[src/rtl/cfe_pkg.sv]
package cfe_pkg;
  typedef struct packed {
    logic txPop;
    logic rxPush;
    logic ringClear;
  } cfeStrobe_t;
endpackage

[src/rtl/cfe_datapath.sv]
module cfe_datapath
  import cfe_pkg::*;
#(
  parameter int DEPTH     = 32,
  parameter int BUS_BYTES = 4,
  localparam int PTR_W = $clog2(DEPTH),
  localparam int LVL_W = PTR_W + 1,
  localparam int NB_W  = $clog2(BUS_BYTES + 1)
) (
  input  logic                   clk,
  input  logic                   rstN,
  input  cfeStrobe_t             st,
  input  logic                   flushReq,
  input  logic                   cpuTxWr,
  input  logic [8*BUS_BYTES-1:0] cpuTxData,
  input  logic                   cpuRxRd,
  input  logic [NB_W-1:0]        cpuBytes,
  input  logic [7:0]             rxByte,
  output logic [8*BUS_BYTES-1:0] cpuRxData,
  output logic [7:0]             txHead,
  output logic [LVL_W-1:0]       txCount,
  output logic [LVL_W-1:0]       rxCount
);
  logic [7:0] txMem [DEPTH];
  logic [7:0] rxMem [DEPTH];
  logic [PTR_W-1:0] txWr, txRd, rxWr, rxRd;
  logic [NB_W-1:0]  reqN;
  logic [LVL_W-1:0] reqLvl, txFree, txAcc, rxTake;
  logic [LVL_W-1:0] popLvl, pushLvl;
  logic [8*BUS_BYTES-1:0] rdWord;

  always_comb begin
    reqN    = (cpuBytes > NB_W'(BUS_BYTES)) ? NB_W'(BUS_BYTES) : cpuBytes;
    reqLvl  = LVL_W'(reqN);
    txFree  = LVL_W'(DEPTH) - txCount;
    txAcc   = cpuTxWr ? ((reqLvl < txFree) ? reqLvl : txFree) : '0;
    rxTake  = cpuRxRd ? ((reqLvl < rxCount) ? reqLvl : rxCount) : '0;
    popLvl  = LVL_W'(st.txPop);
    pushLvl = LVL_W'(st.rxPush);
    txHead  = txMem[txRd];
  end

  // unpack: oldest byte lands in the highest used lane
  always_comb begin
    rdWord = '0;
    for (int i = 0; i < BUS_BYTES; i++) begin
      if (LVL_W'(i) < rxTake)
        rdWord[8*(int'(reqN)-1-i) +: 8] = rxMem[rxRd + PTR_W'(i)];
    end
  end

  // storage, no reset needed
  always_ff @(posedge clk) begin
    for (int i = 0; i < BUS_BYTES; i++) begin
      if (LVL_W'(i) < txAcc)
        txMem[txWr + PTR_W'(i)] <= cpuTxData[8*(int'(reqN)-1-i) +: 8];
    end
    if (st.rxPush) rxMem[rxWr] <= rxByte;
  end

  always_ff @(posedge clk or negedge rstN) begin
    if (!rstN) begin
      txWr <= '0; txRd <= '0; txCount <= '0;
      rxWr <= '0; rxRd <= '0; rxCount <= '0;
      cpuRxData <= '0;
    end else begin
      if (cpuRxRd) cpuRxData <= rdWord;
      if (st.ringClear) begin
        txWr <= '0; txRd <= '0; txCount <= '0;
        rxWr <= '0; rxRd <= '0; rxCount <= '0;
      end else begin
        if (flushReq) begin
          txRd    <= txWr;
          txCount <= '0;
        end else begin
          txWr    <= txWr + PTR_W'(txAcc);
          txRd    <= txRd + PTR_W'(popLvl);
          txCount <= txCount + txAcc - popLvl;
        end
        rxWr    <= rxWr + PTR_W'(pushLvl);
        rxRd    <= rxRd + PTR_W'(rxTake);
        rxCount <= rxCount + pushLvl - rxTake;
      end
    end
  end

  assert_tx_bound_R1: assert property (@(posedge clk) disable iff (!rstN)
    txCount <= LVL_W'(DEPTH));
  assert_rx_bound_R1: assert property (@(posedge clk) disable iff (!rstN)
    rxCount <= LVL_W'(DEPTH));
  assert_no_underflow_R7: assert property (@(posedge clk) disable iff (!rstN)
    st.txPop |-> txCount != '0);
  assert_no_overflow_R8: assert property (@(posedge clk) disable iff (!rstN)
    st.rxPush |-> rxCount != LVL_W'(DEPTH));
  assert_flush_empty_R10: assert property (@(posedge clk) disable iff (!rstN)
    (flushReq && !st.ringClear) |=> txCount == '0);
endmodule

[src/rtl/cfe_ctrl.sv]
module cfe_ctrl
  import cfe_pkg::*;
#(
  parameter int DEPTH = 32,
  parameter int LEN_W = 12,
  parameter int CNT_W = 16,
  localparam int LVL_W  = $clog2(DEPTH) + 1,
  localparam int LEFT_W = LEN_W + CNT_W
) (
  input  logic              clk,
  input  logic              rstN,
  input  logic              start,
  input  logic              abort,
  input  logic              dirWrite,
  input  logic [LEN_W-1:0]  blkLen,
  input  logic [CNT_W-1:0]  blkCnt,
  input  logic              cpuTxWr,
  input  logic              cpuRxRd,
  input  logic [1:0]        irqAck,
  input  logic              txReady,
  input  logic              rxValid,
  input  logic [LVL_W-1:0]  txCount,
  input  logic [LVL_W-1:0]  rxCount,
  output cfeStrobe_t        st,
  output logic              txValid,
  output logic              rxReady,
  output logic              active,
  output logic [LEFT_W-1:0] bytesLeft,
  output logic              txReq,
  output logic              rxReq,
  output logic              statDataDone,
  output logic              statProgDone,
  output logic              irqDataDone,
  output logic              irqProgDone
);
  logic dirQ, owe, txFire, rxFire, begin_, lastByte, finishNow, finishDir;
  logic [LEFT_W-1:0] lenProd;

  always_comb begin
    owe       = bytesLeft != '0;
    txValid   = active & dirQ & owe & (txCount != '0);
    rxReady   = active & ~dirQ & owe & (rxCount != LVL_W'(DEPTH));
    txFire    = txValid & txReady;
    rxFire    = rxReady & rxValid;
    begin_    = start & ~abort;
    lenProd   = LEFT_W'(blkLen) * LEFT_W'(blkCnt);
    lastByte  = (txFire | rxFire) & (bytesLeft == LEFT_W'(1));
    finishNow = ~abort & (start ? (lenProd == '0) : lastByte);
    finishDir = start ? dirWrite : dirQ;
    st.txPop     = txFire;
    st.rxPush    = rxFire;
    st.ringClear = begin_;
  end

  always_ff @(posedge clk or negedge rstN) begin
    if (!rstN) begin
      active <= 1'b0; dirQ <= 1'b0; bytesLeft <= '0;
      txReq <= 1'b0; rxReq <= 1'b0;
      statDataDone <= 1'b0; statProgDone <= 1'b0;
      irqDataDone <= 1'b0; irqProgDone <= 1'b0;
    end else begin
      if (abort) begin
        active <= 1'b0;
      end else if (start) begin
        active    <= lenProd != '0;
        dirQ      <= dirWrite;
        bytesLeft <= lenProd;
      end else if (txFire | rxFire) begin
        bytesLeft <= bytesLeft - LEFT_W'(1);
        if (lastByte) active <= 1'b0;
      end

      if (cpuTxWr) txReq <= 1'b0;
      else if (active & dirQ & owe & (txCount == '0)) txReq <= 1'b1;

      if (rxFire) rxReq <= 1'b1;
      else if (cpuRxRd) rxReq <= 1'b0;

      if (finishNow) begin
        statDataDone <= 1'b1;
        statProgDone <= finishDir | (statProgDone & ~begin_);
      end else if (begin_) begin
        statDataDone <= 1'b0;
        statProgDone <= 1'b0;
      end

      if (finishNow) irqDataDone <= 1'b1;
      else if (irqAck[0]) irqDataDone <= 1'b0;
      if (finishNow & finishDir) irqProgDone <= 1'b1;
      else if (irqAck[1]) irqProgDone <= 1'b0;
    end
  end

  assert_one_step_R7: assert property (@(posedge clk) disable iff (!rstN)
    ((txFire || rxFire) && !abort && !start) |=> bytesLeft == $past(bytesLeft) - LEFT_W'(1));
  assert_quiet_abort_R11: assert property (@(posedge clk) disable iff (!rstN)
    abort |=> (!active && statDataDone == $past(statDataDone)));
  assert_done_on_fall_R9: assert property (@(posedge clk) disable iff (!rstN)
    ($fell(active) && !$past(abort)) |-> statDataDone);
  assert_txreq_clear_R5: assert property (@(posedge clk) disable iff (!rstN)
    cpuTxWr |=> !txReq);
endmodule

[src/rtl/card_fifo_engine.sv]
module card_fifo_engine
  import cfe_pkg::*;
#(
  parameter int DEPTH     = 32,
  parameter int BUS_BYTES = 4,
  parameter int LEN_W     = 12,
  parameter int CNT_W     = 16
) (
  input  logic                          clk,
  input  logic                          rstN,
  input  logic                          start,
  input  logic                          abort,
  input  logic                          dirWrite,
  input  logic [LEN_W-1:0]              blkLen,
  input  logic [CNT_W-1:0]              blkCnt,
  input  logic                          cpuTxWr,
  input  logic [8*BUS_BYTES-1:0]        cpuTxData,
  input  logic                          cpuRxRd,
  input  logic [$clog2(BUS_BYTES+1)-1:0] cpuBytes,
  output logic [8*BUS_BYTES-1:0]        cpuRxData,
  input  logic                          partWr,
  input  logic [31:0]                   partData,
  input  logic [1:0]                    irqAck,
  output logic [7:0]                    txByte,
  output logic                          txValid,
  input  logic                          txReady,
  input  logic [7:0]                    rxByte,
  input  logic                          rxValid,
  output logic                          rxReady,
  output logic                          active,
  output logic [LEN_W+CNT_W-1:0]        bytesLeft,
  output logic [$clog2(DEPTH):0]        txLevel,
  output logic [$clog2(DEPTH):0]        rxLevel,
  output logic                          txReq,
  output logic                          rxReq,
  output logic                          statDataDone,
  output logic                          statProgDone,
  output logic                          irqDataDone,
  output logic                          irqProgDone
);
  cfeStrobe_t st;
  logic flushReq;
  logic unusedPartBits;

  assign flushReq       = partWr & partData[0];
  assign unusedPartBits = ^partData[31:1];

  cfe_ctrl #(.DEPTH(DEPTH), .LEN_W(LEN_W), .CNT_W(CNT_W)) uCtrl (
    .clk(clk), .rstN(rstN), .start(start), .abort(abort), .dirWrite(dirWrite),
    .blkLen(blkLen), .blkCnt(blkCnt), .cpuTxWr(cpuTxWr), .cpuRxRd(cpuRxRd),
    .irqAck(irqAck), .txReady(txReady), .rxValid(rxValid),
    .txCount(txLevel), .rxCount(rxLevel), .st(st),
    .txValid(txValid), .rxReady(rxReady), .active(active), .bytesLeft(bytesLeft),
    .txReq(txReq), .rxReq(rxReq), .statDataDone(statDataDone),
    .statProgDone(statProgDone), .irqDataDone(irqDataDone), .irqProgDone(irqProgDone)
  );

  cfe_datapath #(.DEPTH(DEPTH), .BUS_BYTES(BUS_BYTES)) uData (
    .clk(clk), .rstN(rstN), .st(st), .flushReq(flushReq),
    .cpuTxWr(cpuTxWr), .cpuTxData(cpuTxData), .cpuRxRd(cpuRxRd),
    .cpuBytes(cpuBytes), .rxByte(rxByte), .cpuRxData(cpuRxData),
    .txHead(txByte), .txCount(txLevel), .rxCount(rxLevel)
  );
endmodule

[config.mk]
export PLATFORM = sky130hd
export DESIGN_NAME = card_fifo_engine
export DESIGN_NICKNAME = d
export VERILOG_FILES = /design/src/rtl/cfe_pkg.sv /design/src/rtl/cfe_datapath.sv /design/src/rtl/cfe_ctrl.sv /design/src/rtl/card_fifo_engine.sv
export SDC_FILE = /design/constraint.sdc
export NUM_CORES = 2
export LEC_CHECK = 0
export BUFFER_PORTS_ARGS = -buffer_cell sky130_fd_sc_hd__buf_2
export CORE_ASPECT_RATIO = 0.6
export CORE_MARGIN = 8
export CORE_UTILIZATION = 45
export CTS_CLUSTER_DIAMETER = 60
export CTS_CLUSTER_SIZE = 16
export DETAILED_ROUTE_END_ITERATION = 10
export MAX_ROUTING_LAYER = met4
export PLACE_DENSITY = 0.61
export SYNTH_ARGS = -nofsm -noshare
export SYNTH_HDL_FRONTEND = slang
export SYNTH_SLANG_ARGS = --single-unit
[constraint.sdc]
create_clock -name clk -period 6.6 [get_ports clk]
set_clock_uncertainty 0.1 [all_clocks]
set_input_delay 0.66 -clock clk [delete_from_list [all_inputs] [get_ports clk]]
set_output_delay 0.66 -clock clk [all_outputs]
set_load 0.02 [all_outputs]
==> impl_metrics.py <==
metrics = {
    "synthesis": {
        "synth-simple-area-share": 0.113,
        "syn_inst": 4192,
        "synth_top_cells_by_area": "edfxtp_1 32%, mux4_2 18%, fa_1 6.1%, dfrtp_1 5.3%, nor2_1 4.5%",
        "synth_top_cell_by_area": "edfxtp_1",
        "syn_area_per_cell_um2": 11.3,
        "synth_edf_count": 512,
        "syn-cell-area_um2": 47400,
        "synth_ff_type": "edfxtp_1",
        "seq_area_frac_synth": 0.377,
        "yosysWarnings": 0,
        "synthTopCellsByCount": "570 x nor2_1, 512 x edfxtp_1, 378 x mux4_2",
        "synth_top_family_by_area": "multiplexers",
        "yosysMostFrequentCell": "nor2_1",
        "synth_top_area_share": 0.324,
        "ys_types": 79,
        "synth_compound_area_frac": 0.135,
        "synth-xor-area-share": 0.0109,
        "yosys_register_bits": 612,
        "synth_fa_ha_area_frac": 0.0938,
        "yosys-mux-area-fraction": 0.222,
        "async_flop_share": 0.163,
    },
    "global_route": {
        "grtUsageMet1": 0.419,
        "gr-max-usage-layer": "met1",
        "grt_pass1_vias": 36400,
        "antenna_found_initial": 9,
        "grt_first_pass_wirelength_um": 252000,
        "grt_max_degree": 111,
        "met2_usage": 0.390,
        "overflow": 0,
        "use_met3": 0.113,
        "grt_use_total": 0.296,
    },
    "critical_path": {
        "slowest_stage": "or4_1",
        "arrival_ps": 6700,
        "worstPathMaxFanout": 6,
        "timing_worst_setup_path_type": "in2reg",
        "critPathRequiredTime_ps": 7030,
        "critPathCaptureType": "register",
        "setup.worst_path.start_class": "primary input",
        "crit_chain": "buf_2 -> buf_4 -> nand2_1 -> fa_1 -> inv_1 -> fa_1 -> fa_1 -> fa_1 -> fa_1 -> ha_1 -> a21oi_1 -> o21ai_0 -> a21o_1 -> a2111oi_1 -> nor2_1 -> or4_1 -> nor4_1 -> a32oi_2 -> o21ai_0",
        "cpMostUsedCell": "fa_1",
        "cp_slowest_stage_delay_ps": 550,
    },
    "floorplan": {
        "rows": 92,
        "die_area_um2": 116000,
        "die_w_um": 435,
        "core_um2": 105000,
        "start_util": 0.452,
        "ios": 204,
        "die_h_um": 267,
    },
    "hold_path": {
        "hold_path_class": "in2reg",
    },
    "routing": {
        "wl_per_cell_um": 30.2,
        "vias_per_cell": 6.82,
        "dr_total_vias": 39283,
        "ant_nets": 0,
        "drt_iter0_markers": 6277,
        "routed_wl_um": 174000,
        "drt_pass1_iterations": 9,
        "drc": 0,
    },
    "clock_tree": {
        "clock_sinks": 612,
        "cts-root-buf": "clkbuf_16",
        "cts_max_path_buffers": 3,
        "path_clk_slew_ps": 80,
        "cts_buffers": 50,
        "clock_latency_ps": 650,
        "cts_tree": "done",
        "htree_levels": 2,
    },
    "timing": {
        "fin_setup_tns_ps": 0,
        "slew_headroom": 0.0794,
        "setup_viol": 0,
        "fin_crit_sh": 0.949,
        "fin_ws_ps": 335,
        "whs_ps": 127,
        "hold_viol_final": 0,
        "period_needed_ps": 6260,
        "slew_viol_final": 0,
        "worst_slew_pin_slew_ps": 1380,
        "fmax_mhz": 160,
        "rsz0062_at_grt": "false",
    },
    "final_layout": {
        "finish.utilization": 0.500,
        "final_area_um2": 52400,
        "area_growth_pct": 10.5,
        "drive_gt1_frac": 0.229,
        "nets": 4689,
    },
    "job": {
        "drv_cap": 0,
    },
    "place": {
        "globalplace.congestion": 1.02,
        "place_area_um2": 50700,
        "dp_hpwl_um": 123000,
        "place_ws_ps": -287,
        "port_buffers": 172,
    },
    "power": {
        "leakage_nw": 19.7,
        "ir_drop_uv": 425,
        "power_density_nw_per_um2": 455,
    },
    "run_status": {
        "status": "complete, no violations",
    },
}
-- worst max-delay path, delay by kind of cell --
| family | cells | cell delay (ps) |
|---|---|---|
| AO/OA/AOI/OAI | 6 | 1530 |
| buffers and inverters | 3 | 420 |
| adder cells (fa/ha/maj) | 6 | 2880 |
| AND/OR/NAND/NOR | 4 | 1190 |
-- worst paths after layout --
kind	startpoint	endpoint	slack (ps)	cells after the start
min reg2reg	uCtrl.statProgDone$_DFFE_PN0P_	uCtrl.statProgDone$_DFFE_PN0P_	380	2
min in group asynchronous	rstN	uCtrl.irqDataDone$_DFFE_PN0P_	510	2
max reg2reg	uData.txCount[0]$_DFF_PN0_	uData.txMem[7][6]$_DFFE_PP_	1230	12
max in group asynchronous	rstN	uData.rxRd[1]$_DFF_PN0_	4570	3
min	irqAck[0]	uCtrl.irqDataDone$_DFFE_PN0P_	130	2
max	blkLen[5]	uCtrl.statProgDone$_DFFE_PN0P_	340	19
-- cells by family after synthesis --
kind of cell / Yosys count
muxes: 574
xor gates and xnor gates: 59
DFF: 612
other: 2
adders and majority gates: 269
buffers and inverters: 588
and+or+nand+nor: 1187
AOI/OAI and AO/OA: 901
-- report_power, final --
| part | switching [mW] | internal (mW) |
|---|---|---|
| registers | 0.627 | 4.75 |
| logic | 8.61 | 6.68 |
| clock network | 1.59 | 1.58 |
-- through the flow --
stage / cells / power, mW
4_1_cts: 5751 / 23.5
2_1_floorplan: 4196 / 14.7
5_1_grt: 5757 / 25.0
3_5_place_dp: 5662 / 20.3
6_report: 5758 / 23.8
3_3_place_gp: 5662 / 20.1
-- placed cells by master (no fill, tap or decap), drive strengths merged, types with 15 or more instances in the layout --
cell type,Yosys,layout
xor2,24,24
and2,75,75
buf,82,424
mux2,40,40
nand4,15,15
mux2i,156,156
nand3,40,40
o221ai,24,24
mux4,378,378
o211a,16,16
o2111ai,18,18
nand2b,16,16
dfrtp,100,100
o211ai,42,42
a221oi,202,202
a21oi,217,217
clkbuf,286,68
xnor2,35,35
nor2,570,570
or3,24,24
o21ai,109,109
a21o,15,15
nor2b,23,23
nand2,296,296
nor4,16,16
edfxtp,512,512
inv,217,222
ha,125,125
fa,144,144
o22ai,79,79
a211oi,82,82
a22oi,31,31
nor3,48,48
-- layer usage --
metal,up-vias,wire length [µm],share of wire
li1,16296,-,-
met1,19518,69700,0.40
met2,3071,69400,0.40
met3,398,28300,0.16
met4,0,6320,0.036
met5,-,0,0
-- final cells by class --
| class | count | area (µm²) |
|---|---|---|
| Antenna cell | 7 | 17.5 |
| Clock buffer | 68 | 1350 |
| Clock inverter | 20 | 254 |
| Fill cell | 9313 | 52400 |
| Inverter | 220 | 826 |
| Multi-Input combinational cell | 2996 | 27400 |
| Sequential cell | 612 | 17900 |
| Tap cell | 1410 | 1760 |
| Timing Repair Buffer | 425 | 2830 |
-- sequential cells by signal (all words and copies together) (netlist names), 6 cells and up --
signal,flops
uCtrl.bytesLeft,28
uData.txMem,256
uData.cpuRxData,32
uData.txCount,6
uData.rxCount,6
uData.rxMem,256
-- repair_timing --
action,CTS,global route
buffers inserted,0,0
endpoints found under the hold margin,13,0
hold buffers,1,0
setup endpoints to repair,0,1
gates resized for setup,0,1
No activity file was read; power rests on OpenSTA's default activity.
